`src/rtl/bitop_pkg.sv`:
```
package bitop_pkg;
  localparam logic [7:0] ESC_BYTE = 8'hCB;
  localparam int FLAG_Z = 6;
  localparam int FLAG_H = 4;
  localparam int FLAG_N = 1;
  localparam logic [2:0] MEM_SEL = 3'b110;

  typedef struct packed {
    logic latchOp;
    logic latchDisp;
    logic readMem;
    logic writeMem;
    logic writeReg;
    logic writeFlags;
    logic useIdx;
    logic idxSel;
  } ctlT;
endpackage

```
`src/rtl/bitop_ctl.sv`:
```
module bitop_ctl
  import bitop_pkg::*;
(
  input  logic       clk,
  input  logic       rstN,
  input  logic       fetchValid,
  input  logic [7:0] fetchByte,
  output logic       fetchTake,
  output ctlT        ctl,
  output logic       done,
  output logic       illegal
);
  typedef enum logic [1:0] {ST_IDLE, ST_RUN, ST_DONE} stateT;

  localparam int TW = 5;

  stateT         state;
  logic [TW-1:0] tCnt;
  logic          isIdx, idxSelQ, decoded, isMem, isTest, illegalQ;
  logic [TW-1:0] lastT, readT;
  logic          opTake, cbTake, dispTake, opBad, atLast, isPrefix;

  always_comb begin
    if (isIdx)      lastT = isTest ? TW'(19) : TW'(22);
    else if (isMem) lastT = isTest ? TW'(11) : TW'(14);
    else            lastT = TW'(7);
    readT    = isIdx ? TW'(18) : TW'(10);
    isPrefix = (fetchByte[7:6] == 2'b11) && (fetchByte[4:0] == 5'b11101);
    opTake   = (state == ST_RUN) && ((!isIdx && tCnt == TW'(4)) || (isIdx && tCnt == TW'(11)));
    cbTake   = (state == ST_RUN) && isIdx && (tCnt == TW'(4));
    dispTake = (state == ST_RUN) && isIdx && (tCnt == TW'(8));
    opBad    = (fetchByte[7:6] == 2'b00) || (isIdx && fetchByte[2:0] != MEM_SEL);
    atLast   = (state == ST_RUN) && decoded && (tCnt == lastT);
    fetchTake = (state == ST_IDLE) || opTake || cbTake || dispTake;

    ctl.latchOp    = opTake && fetchValid;
    ctl.latchDisp  = dispTake && fetchValid;
    ctl.readMem    = (state == ST_RUN) && decoded && isMem && (tCnt == readT);
    ctl.writeMem   = atLast && isMem && !isTest;
    ctl.writeReg   = atLast && !isMem && !isTest;
    ctl.writeFlags = atLast && isTest;
    ctl.useIdx     = isIdx;
    ctl.idxSel     = idxSelQ;
  end

  always_ff @(posedge clk) begin
    if (!rstN) begin
      state    <= ST_IDLE;
      tCnt     <= '0;
      isIdx    <= 1'b0;
      idxSelQ  <= 1'b0;
      decoded  <= 1'b0;
      isMem    <= 1'b0;
      isTest   <= 1'b0;
      illegalQ <= 1'b0;
    end else begin
      illegalQ <= 1'b0;
      unique case (state)
        ST_IDLE: begin
          if (fetchValid) begin
            tCnt    <= TW'(1);
            decoded <= 1'b0;
            if (fetchByte == ESC_BYTE) begin
              state <= ST_RUN;
              isIdx <= 1'b0;
            end else if (isPrefix) begin
              state   <= ST_RUN;
              isIdx   <= 1'b1;
              idxSelQ <= fetchByte[5];
            end else begin
              illegalQ <= 1'b1;
            end
          end
        end
        ST_RUN: begin
          tCnt <= tCnt + TW'(1);
          if (opTake && fetchValid) begin
            if (opBad) begin
              illegalQ <= 1'b1;
              state    <= ST_IDLE;
            end else begin
              decoded <= 1'b1;
              isMem   <= isIdx || (fetchByte[2:0] == MEM_SEL);
              isTest  <= (fetchByte[7:6] == 2'b01);
            end
          end
          if (cbTake && fetchValid && fetchByte != ESC_BYTE) begin
            illegalQ <= 1'b1;
            state    <= ST_IDLE;
          end
          if (atLast) state <= ST_DONE;
        end
        default: state <= ST_IDLE;
      endcase
    end
  end

  assign done    = (state == ST_DONE);
  assign illegal = illegalQ;


  done_single_chk: assert property (@(posedge clk) disable iff (!rstN) done |=> !done);

  illegal_quiet_chk: assert property (@(posedge clk) disable iff (!rstN)
    $rose(illegal) |-> !done && $past(fetchTake && fetchValid));

  write_last_chk: assert property (@(posedge clk) disable iff (!rstN) ctl.writeMem |=> done);

  rd_wr_excl_chk: assert property (@(posedge clk) disable iff (!rstN) !(ctl.readMem && ctl.writeMem));

  fetch_fed_chk: assert property (@(posedge clk) disable iff (!rstN)
    (fetchTake && state == ST_RUN) |-> fetchValid);
endmodule

```
`src/rtl/bitop_dp.sv`:
```
module bitop_dp
  import bitop_pkg::*;
#(
  parameter int ADDR_W = 16
) (
  input  logic              clk,
  input  logic              rstN,
  input  ctlT               ctl,
  input  logic [7:0]        fetchByte,
  input  logic [ADDR_W-1:0] hlPtr,
  input  logic [ADDR_W-1:0] ixPtr,
  input  logic [ADDR_W-1:0] iyPtr,
  input  logic [7:0]        memRdata,
  input  logic [7:0]        rfRdata,
  input  logic [7:0]        flagsIn,
  output logic [ADDR_W-1:0] memAddr,
  output logic              memRd,
  output logic              memWr,
  output logic [7:0]        memWdata,
  output logic [2:0]        rfAddr,
  output logic              rfWe,
  output logic [7:0]        rfWdata,
  output logic              flagsWe,
  output logic [7:0]        flagsOut
);
  logic [7:0]        opQ, dispQ, memByte;
  logic [2:0]        bitSel;
  logic [7:0]        mask, operand, modified;
  logic              tested;
  logic [ADDR_W-1:0] dispExt, idxBase;

  always_ff @(posedge clk) begin
    if (!rstN) begin
      opQ     <= '0;
      dispQ   <= '0;
      memByte <= '0;
    end else begin
      if (ctl.latchOp)   opQ     <= fetchByte;
      if (ctl.latchDisp) dispQ   <= fetchByte;
      if (ctl.readMem)   memByte <= memRdata;
    end
  end

  always_comb begin
    bitSel   = opQ[5:3];
    mask     = 8'b1 << bitSel;
    operand  = (opQ[2:0] == MEM_SEL) ? memByte : rfRdata;
    modified = opQ[6] ? (operand | mask) : (operand & ~mask);
    tested   = operand[bitSel];
    dispExt  = {{(ADDR_W-8){dispQ[7]}}, dispQ};
    idxBase  = ctl.idxSel ? iyPtr : ixPtr;
    memAddr  = ctl.useIdx ? idxBase + dispExt : hlPtr;
    flagsOut = flagsIn;
    flagsOut[FLAG_Z] = ~tested;
    flagsOut[FLAG_H] = 1'b1;
    flagsOut[FLAG_N] = 1'b0;
  end

  assign memRd    = ctl.readMem;
  assign memWr    = ctl.writeMem;
  assign memWdata = modified;
  assign rfAddr   = opQ[2:0];
  assign rfWe     = ctl.writeReg;
  assign rfWdata  = modified;
  assign flagsWe  = ctl.writeFlags;


  one_bit_chk: assert property (@(posedge clk) disable iff (!rstN)
    memWr |-> $countones(memWdata ^ memByte) <= 1);

  same_addr_chk: assert property (@(posedge clk) disable iff (!rstN)
    memWr |-> $past(memRd, 4) && memAddr == $past(memAddr, 4));

  flag_excl_chk: assert property (@(posedge clk) disable iff (!rstN)
    flagsWe |-> !rfWe && !memWr);
endmodule

```
`src/rtl/bitop_unit.sv`:
```
module bitop_unit
  import bitop_pkg::*;
#(
  parameter int ADDR_W = 16
) (
  input  logic              clk,
  input  logic              rstN,
  input  logic              fetchValid,
  input  logic [7:0]        fetchByte,
  output logic              fetchTake,
  output logic [ADDR_W-1:0] memAddr,
  output logic              memRd,
  output logic              memWr,
  output logic [7:0]        memWdata,
  input  logic [7:0]        memRdata,
  input  logic [ADDR_W-1:0] hlPtr,
  input  logic [ADDR_W-1:0] ixPtr,
  input  logic [ADDR_W-1:0] iyPtr,
  output logic [2:0]        rfAddr,
  input  logic [7:0]        rfRdata,
  output logic              rfWe,
  output logic [7:0]        rfWdata,
  input  logic [7:0]        flagsIn,
  output logic              flagsWe,
  output logic [7:0]        flagsOut,
  output logic              done,
  output logic              illegal
);
  ctlT ctl;

  bitop_ctl uCtl (
    .clk(clk), .rstN(rstN), .fetchValid(fetchValid), .fetchByte(fetchByte),
    .fetchTake(fetchTake), .ctl(ctl), .done(done), .illegal(illegal)
  );

  bitop_dp #(.ADDR_W(ADDR_W)) uDp (
    .clk(clk), .rstN(rstN), .ctl(ctl), .fetchByte(fetchByte),
    .hlPtr(hlPtr), .ixPtr(ixPtr), .iyPtr(iyPtr), .memRdata(memRdata),
    .rfRdata(rfRdata), .flagsIn(flagsIn), .memAddr(memAddr), .memRd(memRd),
    .memWr(memWr), .memWdata(memWdata), .rfAddr(rfAddr), .rfWe(rfWe),
    .rfWdata(rfWdata), .flagsWe(flagsWe), .flagsOut(flagsOut)
  );
endmodule

```
`config.mk`:
```
export PLATFORM = sky130hd
export DESIGN_NAME = bitop_unit
export DESIGN_NICKNAME = d
export VERILOG_FILES = /design/src/rtl/bitop_pkg.sv /design/src/rtl/bitop_ctl.sv /design/src/rtl/bitop_dp.sv /design/src/rtl/bitop_unit.sv
export SDC_FILE = /design/constraint.sdc
export NUM_CORES = 1
export LEC_CHECK = 0
export ABC_AREA = 1
export BUFFER_PORTS_ARGS = -buffer_cell sky130_fd_sc_hd__buf_4
export CORE_MARGIN = 5
export CORE_UTILIZATION = 47
export CTS_CLUSTER_DIAMETER = 50
export DETAILED_ROUTE_END_ITERATION = 7
export PLACE_DENSITY_LB_ADDON = 0.15
export SLEW_MARGIN = 15
export SYNTH_ARGS = -nofsm -noshare
export SYNTH_HDL_FRONTEND = slang
export SYNTH_SLANG_ARGS = --single-unit
```
`constraint.sdc`:
```
create_clock -name clk -period 4.6 [get_ports clk]
set_clock_uncertainty 0.2 [all_clocks]
set_input_delay 0.46 -clock clk [delete_from_list [all_inputs] [get_ports clk]]
set_output_delay 0.46 -clock clk [all_outputs]
set_load 0.005 [all_outputs]
```
* Word level (Yosys, flattened, before mapping)
Index checks and enable logic that the tools add are counted.
** Word-level totals
- Bits in registers :: 36
- Bits in latches :: 0
- RAM bits :: 0
- Memory bits (read-only) :: 0
- Output and inout port bits :: 50
- Word-level logic and storage cells :: 116
- Memories kept :: 0
** Operators by class
- $add $sub $neg :: 2
- $mul :: 0
- Divide/modulo/power cells :: 0
- Magnitude comparators :: 1
- Eq/ne operators :: 21
- Shifts and indexed selects :: 1
- Multiplexer cells :: 34
- Bitwise logic cells :: 6
- Reductions and logical operators :: 40
** Operator list (count)
- two-way mux 16 bit :: 2
- logical AND 1 bit :: 21
- two-way mux 5 bit :: 4
- adder 16 bit :: 1
- two-way mux 8 bit :: 2
- two-way mux 2 bit :: 7
- two-way mux 1 bit :: 12
- AND reduction 4 bit :: 3
- equality test 5 x 4 -> 1 bit (second input constant) :: 2
- equality test 5 bit :: 2
- case mux 5 bit (2 select lines) :: 1
- AND 8 bit :: 1
- equality test 8 bit (second input constant) :: 1
- inequality test 8 bit (second input constant) :: 1
- inverter 8 bit :: 1
- bitwise OR 8 bit :: 1
- << shifter 1 x 3 -> 8 bit (first input constant) :: 1
- equality test 3 bit (second input constant) :: 2
- logical OR 1 bit :: 6
- two-way mux 3 bit :: 2
- inequality test 2 bit (second input constant) :: 3
- AND reduction 3 bit :: 2
- adder 5 x 1 -> 5 bit (second input constant) :: 1
- equality test 5 x 3 -> 1 bit (second input constant) :: 1
- other kinds (16) :: 25

* Logic depth before layout (Yosys ltp)
- Depth in word-level cells :: 9
- Gate-level depth with buffers :: 15

* By module
A second synthesis with hierarchy kept.
** Unflattened totals
- Cells, all modules :: 593
- Area total of the unflattened synthesis :: 3480.8 µm²
** Modules (own cells, without submodules)
- bitop_dp :: instances 1, cells each 439, area an instance 2557.5 µm²
- bitop_ctl :: instances 1, cells each 154, area an instance 923.4 µm²

* Worst setup path after synthesis
No wires, ideal clock.
- Path type :: register -> output
- Start :: register uCtl.idxSelQ
- End :: output port memAddr[10]
- Data arrival time :: 2.135 ns
- Path slack :: 1.805 ns
- Stages on the path, launching flop included :: 12
- Cells stage by stage :: dfxtp_1 > buf_2 > buf_2 > mux2_2 > ha_1 > a21oi_1 > nand2_1 > inv_1 > nand3_1 > or2_2 > nand3_1 > nand2_1
** On the way
- Word-level cells in the longest chain between the ends :: 3
** Ends and longest elaborated chain
- start, declared :: line bitop_ctl.sv:19 : logic isIdx, idxSelQ, decoded, isMem, isTest, illegalQ;
- start signal, assigned :: line bitop_ctl.sv:69 : idxSelQ <= fetchByte[5];
- two-way mux 16 bit :: line bitop_dp.sv:51 : idxBase = ctl.idxSel ? iyPtr : ixPtr;
- adder 16 bit :: line bitop_dp.sv:52 : memAddr = ctl.useIdx ? idxBase + dispExt : hlPtr;
- two-way mux 16 bit :: line bitop_dp.sv:52
- end, declared :: line bitop_unit.sv:11 : output logic [ADDR_W-1:0] memAddr,
No other way between the ends.

* Worst setup path after layout
- Start :: register uCtl.idxSelQ
- End :: output port memAddr[12]
Same word-level chain as after synthesis.

==> flow_summary_export.csv <==
group,metric,value,unit
outcome,status,"finished, final reports clean",
power,power_density,163.6,nW/µm²
cts,cts_buffers,5,
synth,syn_area,3353,µm²
setup_path,crit_type,"reg2out",
layout,utilization,61.95,%
cts,ctsHoldBuffers,0,
synth,syn_inst,557,
timing,worst_slew_pin_slew,810.4,ps
layout,drive_gt1_share,24.54,%
setup_path,cp_top_family,"flip-flops",
synth,netlist.top_cell.by_area,"dfxtp_1",
routing,ant_nets,0,
die,die_w,94.47,µm
synth,syn_nets,659,
job,cap_violations,0,
setup_path,slowest_stage,"dfxtp_1",
synth,synth-edff-count,0,
routing,drc_errors,0,
synth,synth_seq_cells,36,
power,p_leak,2.126,nW
global_routing,grt_max_degree,26,
power,ir_drop,173.5,µV
place,numPortBuffers,117,
die,die-area,8924,µm²
setup_path,startpoint_type,"flip-flop",
timing,drv_slew,0,
worst_hold_path,min_path_type,"in2reg",
setup_path,slowest_delay,850,ps
synth,ys.flop_type,"dfxtp_1",
die,io_pins,133,
synth,ys_warn_count,0,
routing,vias_per_cell,4.984,
global_routing,grt_first_pass_wirelength,15.55,mm
layout,n_antenna_cell,0,
synth,synth.most_common_cell,"nand2_1",
timing,finalSetupViolCount,0,
setup_path,critical_path_peak_fanout,19,
routing,vias,3728,
cts,cts-root-buf,"clkbuf_8",
cts,clk_pin_slew,80,ps
timing,maxSlewHeadroom,45.90,%
global_routing,grt.total_usage,21.13,%
place,dp.final_hpwl,7.608,mm
cts,post_cts_resized,0,
layout,fin_nets,753,
routing,wl_per_cell,12.53,µm
die,core_area,6869,µm²
cts,h-tree-depth,2,
routing,totalWireLength,9.370,mm
cts,insertion_delay,300,ps
timing,rsz0062_at_grt,"false",
timing,min_period_over_period,81.42,%
synth,synthArstFlopShare,0,%
setup_path,cp-end-kind,"output pin",
die,num_rows,30,
synth,ys_types,39,
synth,synth.top_cell.area_share,21.49,%
setup_path,path_cells,"mux2_2, ha_1, inv_1, fa_1, o21ai_0, nand3_1, nand3_1, nand2_1, nand3_1, nand2_1, buf_4",
die,die_y,94.47,µm
cts,post_cts_buffers,0,
synth,synthTopCellsByCount,"nand2_1, nor2_1, inv_1",
routing,detail_route.first_pass.iterations,4,
synth,ys_seq_area_share,21.49,%
die,start_util,48.82,%
setup_path,cp.required,3940,ps
place,gp_congestion,0.8737,
setup_path,arrival,3090,ps
cts,cts_tree,"yes",
setup_path,cp.buffers_inverters,2,
routing,drt-initial-drc-count,171,
global_routing,overflow,0,
timing,hold_viol,0,
synth,ys_top_cells_by_area,"dfxtp_1, nand2_1, nor2_1",
timing,period_minus_slack,3746,ps
global_routing,antenna_found_initial,0,
timing,max_freq,0.2670,GHz
setup_path,path_common_cell,"nand3_1",
synth,syn_area_per_cell,6.020,µm²
timing,finalSetupTns,0,ps
cts,clock-sinks,36,
layout,synthToLayoutAreaGrowth,26.90,%
cts,ctsLongestPathBuffers,2,
global_routing,grt_pass1_vias,3505,
==> logic make-up after synthesis <==
logic type                 after synthesis  share of synthesized area (%)
and+or+nand+nor                        302                          39.11
DFF                                     36                          21.49
muxes                                   14                          4.701
buffers and inverters                   93                          12.69
xor gates and xnor gates                 5                          1.306
AOI/OAI and AO/OA                       86                          13.17
adders and majority gates               19                          7.314
other                                    2                         0.2240
==> cells in the final DEF (no fill, tap or decap), types with 2 or more instances in the layout <==
cell type | Yosys | routed
nand2_1 | 160 | 160
clkinv_1 | 2 | 2
mux2_2 | 14 | 14
inv_2 | 5 | 5
buf_4 | 19 | 117
nand4_1 | 5 | 5
o21ai_1 | 4 | 4
clkinvlp_4 | 0 | 2
inv_1 | 56 | 56
xor2_1 | 2 | 2
nand3_1 | 39 | 39
nor3_1 | 7 | 7
dfxtp_1 | 36 | 36
nand3b_1 | 4 | 4
clkbuf_8 | 0 | 5
ha_1 | 18 | 18
conb_1 | 2 | 2
nor2_1 | 68 | 68
or2_2 | 3 | 3
nand2_2 | 3 | 3
o21ai_0 | 35 | 35
a21oi_1 | 43 | 43
nor2_4 | 3 | 3
xnor2_1 | 3 | 3
==> sequential cells by signal, indices dropped and copies added, names as in the netlist <==
name and cells:
uDp.dispQ 8, uDp.memByte 8, uDp.opQ 7, uCtl.tCnt 5, uCtl.state 2, uCtl.decoded 1
uCtl.idxSelQ 1, uCtl.illegal 1, uCtl.isIdx 1, uCtl.isMem 1, uCtl.isTest 1
==> stage by stage <==
stage	std cells	total power, W	hold WS (ps)	worst slack, ps	area (µm²)
2_1_floorplan	557	0.0003923	239.3	1805	3353
3_3_place_gp	740	0.0004681	251.7	1192	4163
3_5_place_dp	740	0.0004709	261.9	1144	4163
4_1_cts	748	0.0007013	214.8	817.8	4255
5_1_grt	748	0.0007335	229.7	553.4	4255
6_report	748	0.0006963	220.3	854.5	4255
==> worst paths after layout <==
| path | startpoint | end | slack [ps] | cells past startpoint |
|---|---|---|---|---|
| max | uCtl.idxSelQ$_SDFFE_PN0P_ | memAddr[12] | 850 | 11 |
| max reg2reg | uCtl.isIdx$_SDFFE_PN0P_ | uCtl.isTest$_SDFFE_PN0P_ | 2040 | 8 |
| min reg2reg | uDp.dispQ[0]$_SDFFE_PN0P_ | uDp.dispQ[0]$_SDFFE_PN0P_ | 280 | 2 |
| min | memRdata[6] | uDp.memByte[6]$_SDFFE_PN0P_ | 220 | 3 |
==> layout make-up <==
| cell class | count | area (µm²) |
|---|---|---|
| Inverter | 63 | 236.5 |
| Clock inverter | 3 | 23.77 |
| Tap cell | 96 | 120.1 |
| Multi-Input combinational cell | 428 | 2207 |
| Sequential cell | 36 | 720.7 |
| Clock buffer | 5 | 68.82 |
| Fill cell | 690 | 2614 |
| Timing Repair Buffer | 117 | 878.3 |
==> metal layers <==
layer  vias to the layer above  wire length [µm]  track usage (%)
met4                         0               128            6.490
met3                        10               648            3.825
li1                       1958                 -                -
met2                       110              4459            36.05
met5                         -                 0                0
met1                      1650              4133            27.03
==> worst register-to-register path, delay by kind of cell (launching register included) <==
family	cells	cell delay (ps)
and+or+nand+nor	6	980
AOI/OAI and AO/OA	1	60
DFF	1	820
buffers and inverters	1	380
==> power by group <==
group / internal, W / switching, W / leakage (nW)
clock: 0.000107 / 0.000125 / 0.0404
combinational: 0.0000836 / 0.0000663 / 1.80
sequential: 0.000313 / 0.00000147 / 0.290
total: 0.000504 / 0.000193 / 2.13
Note: power is estimated with default switching activity, not from simulation.
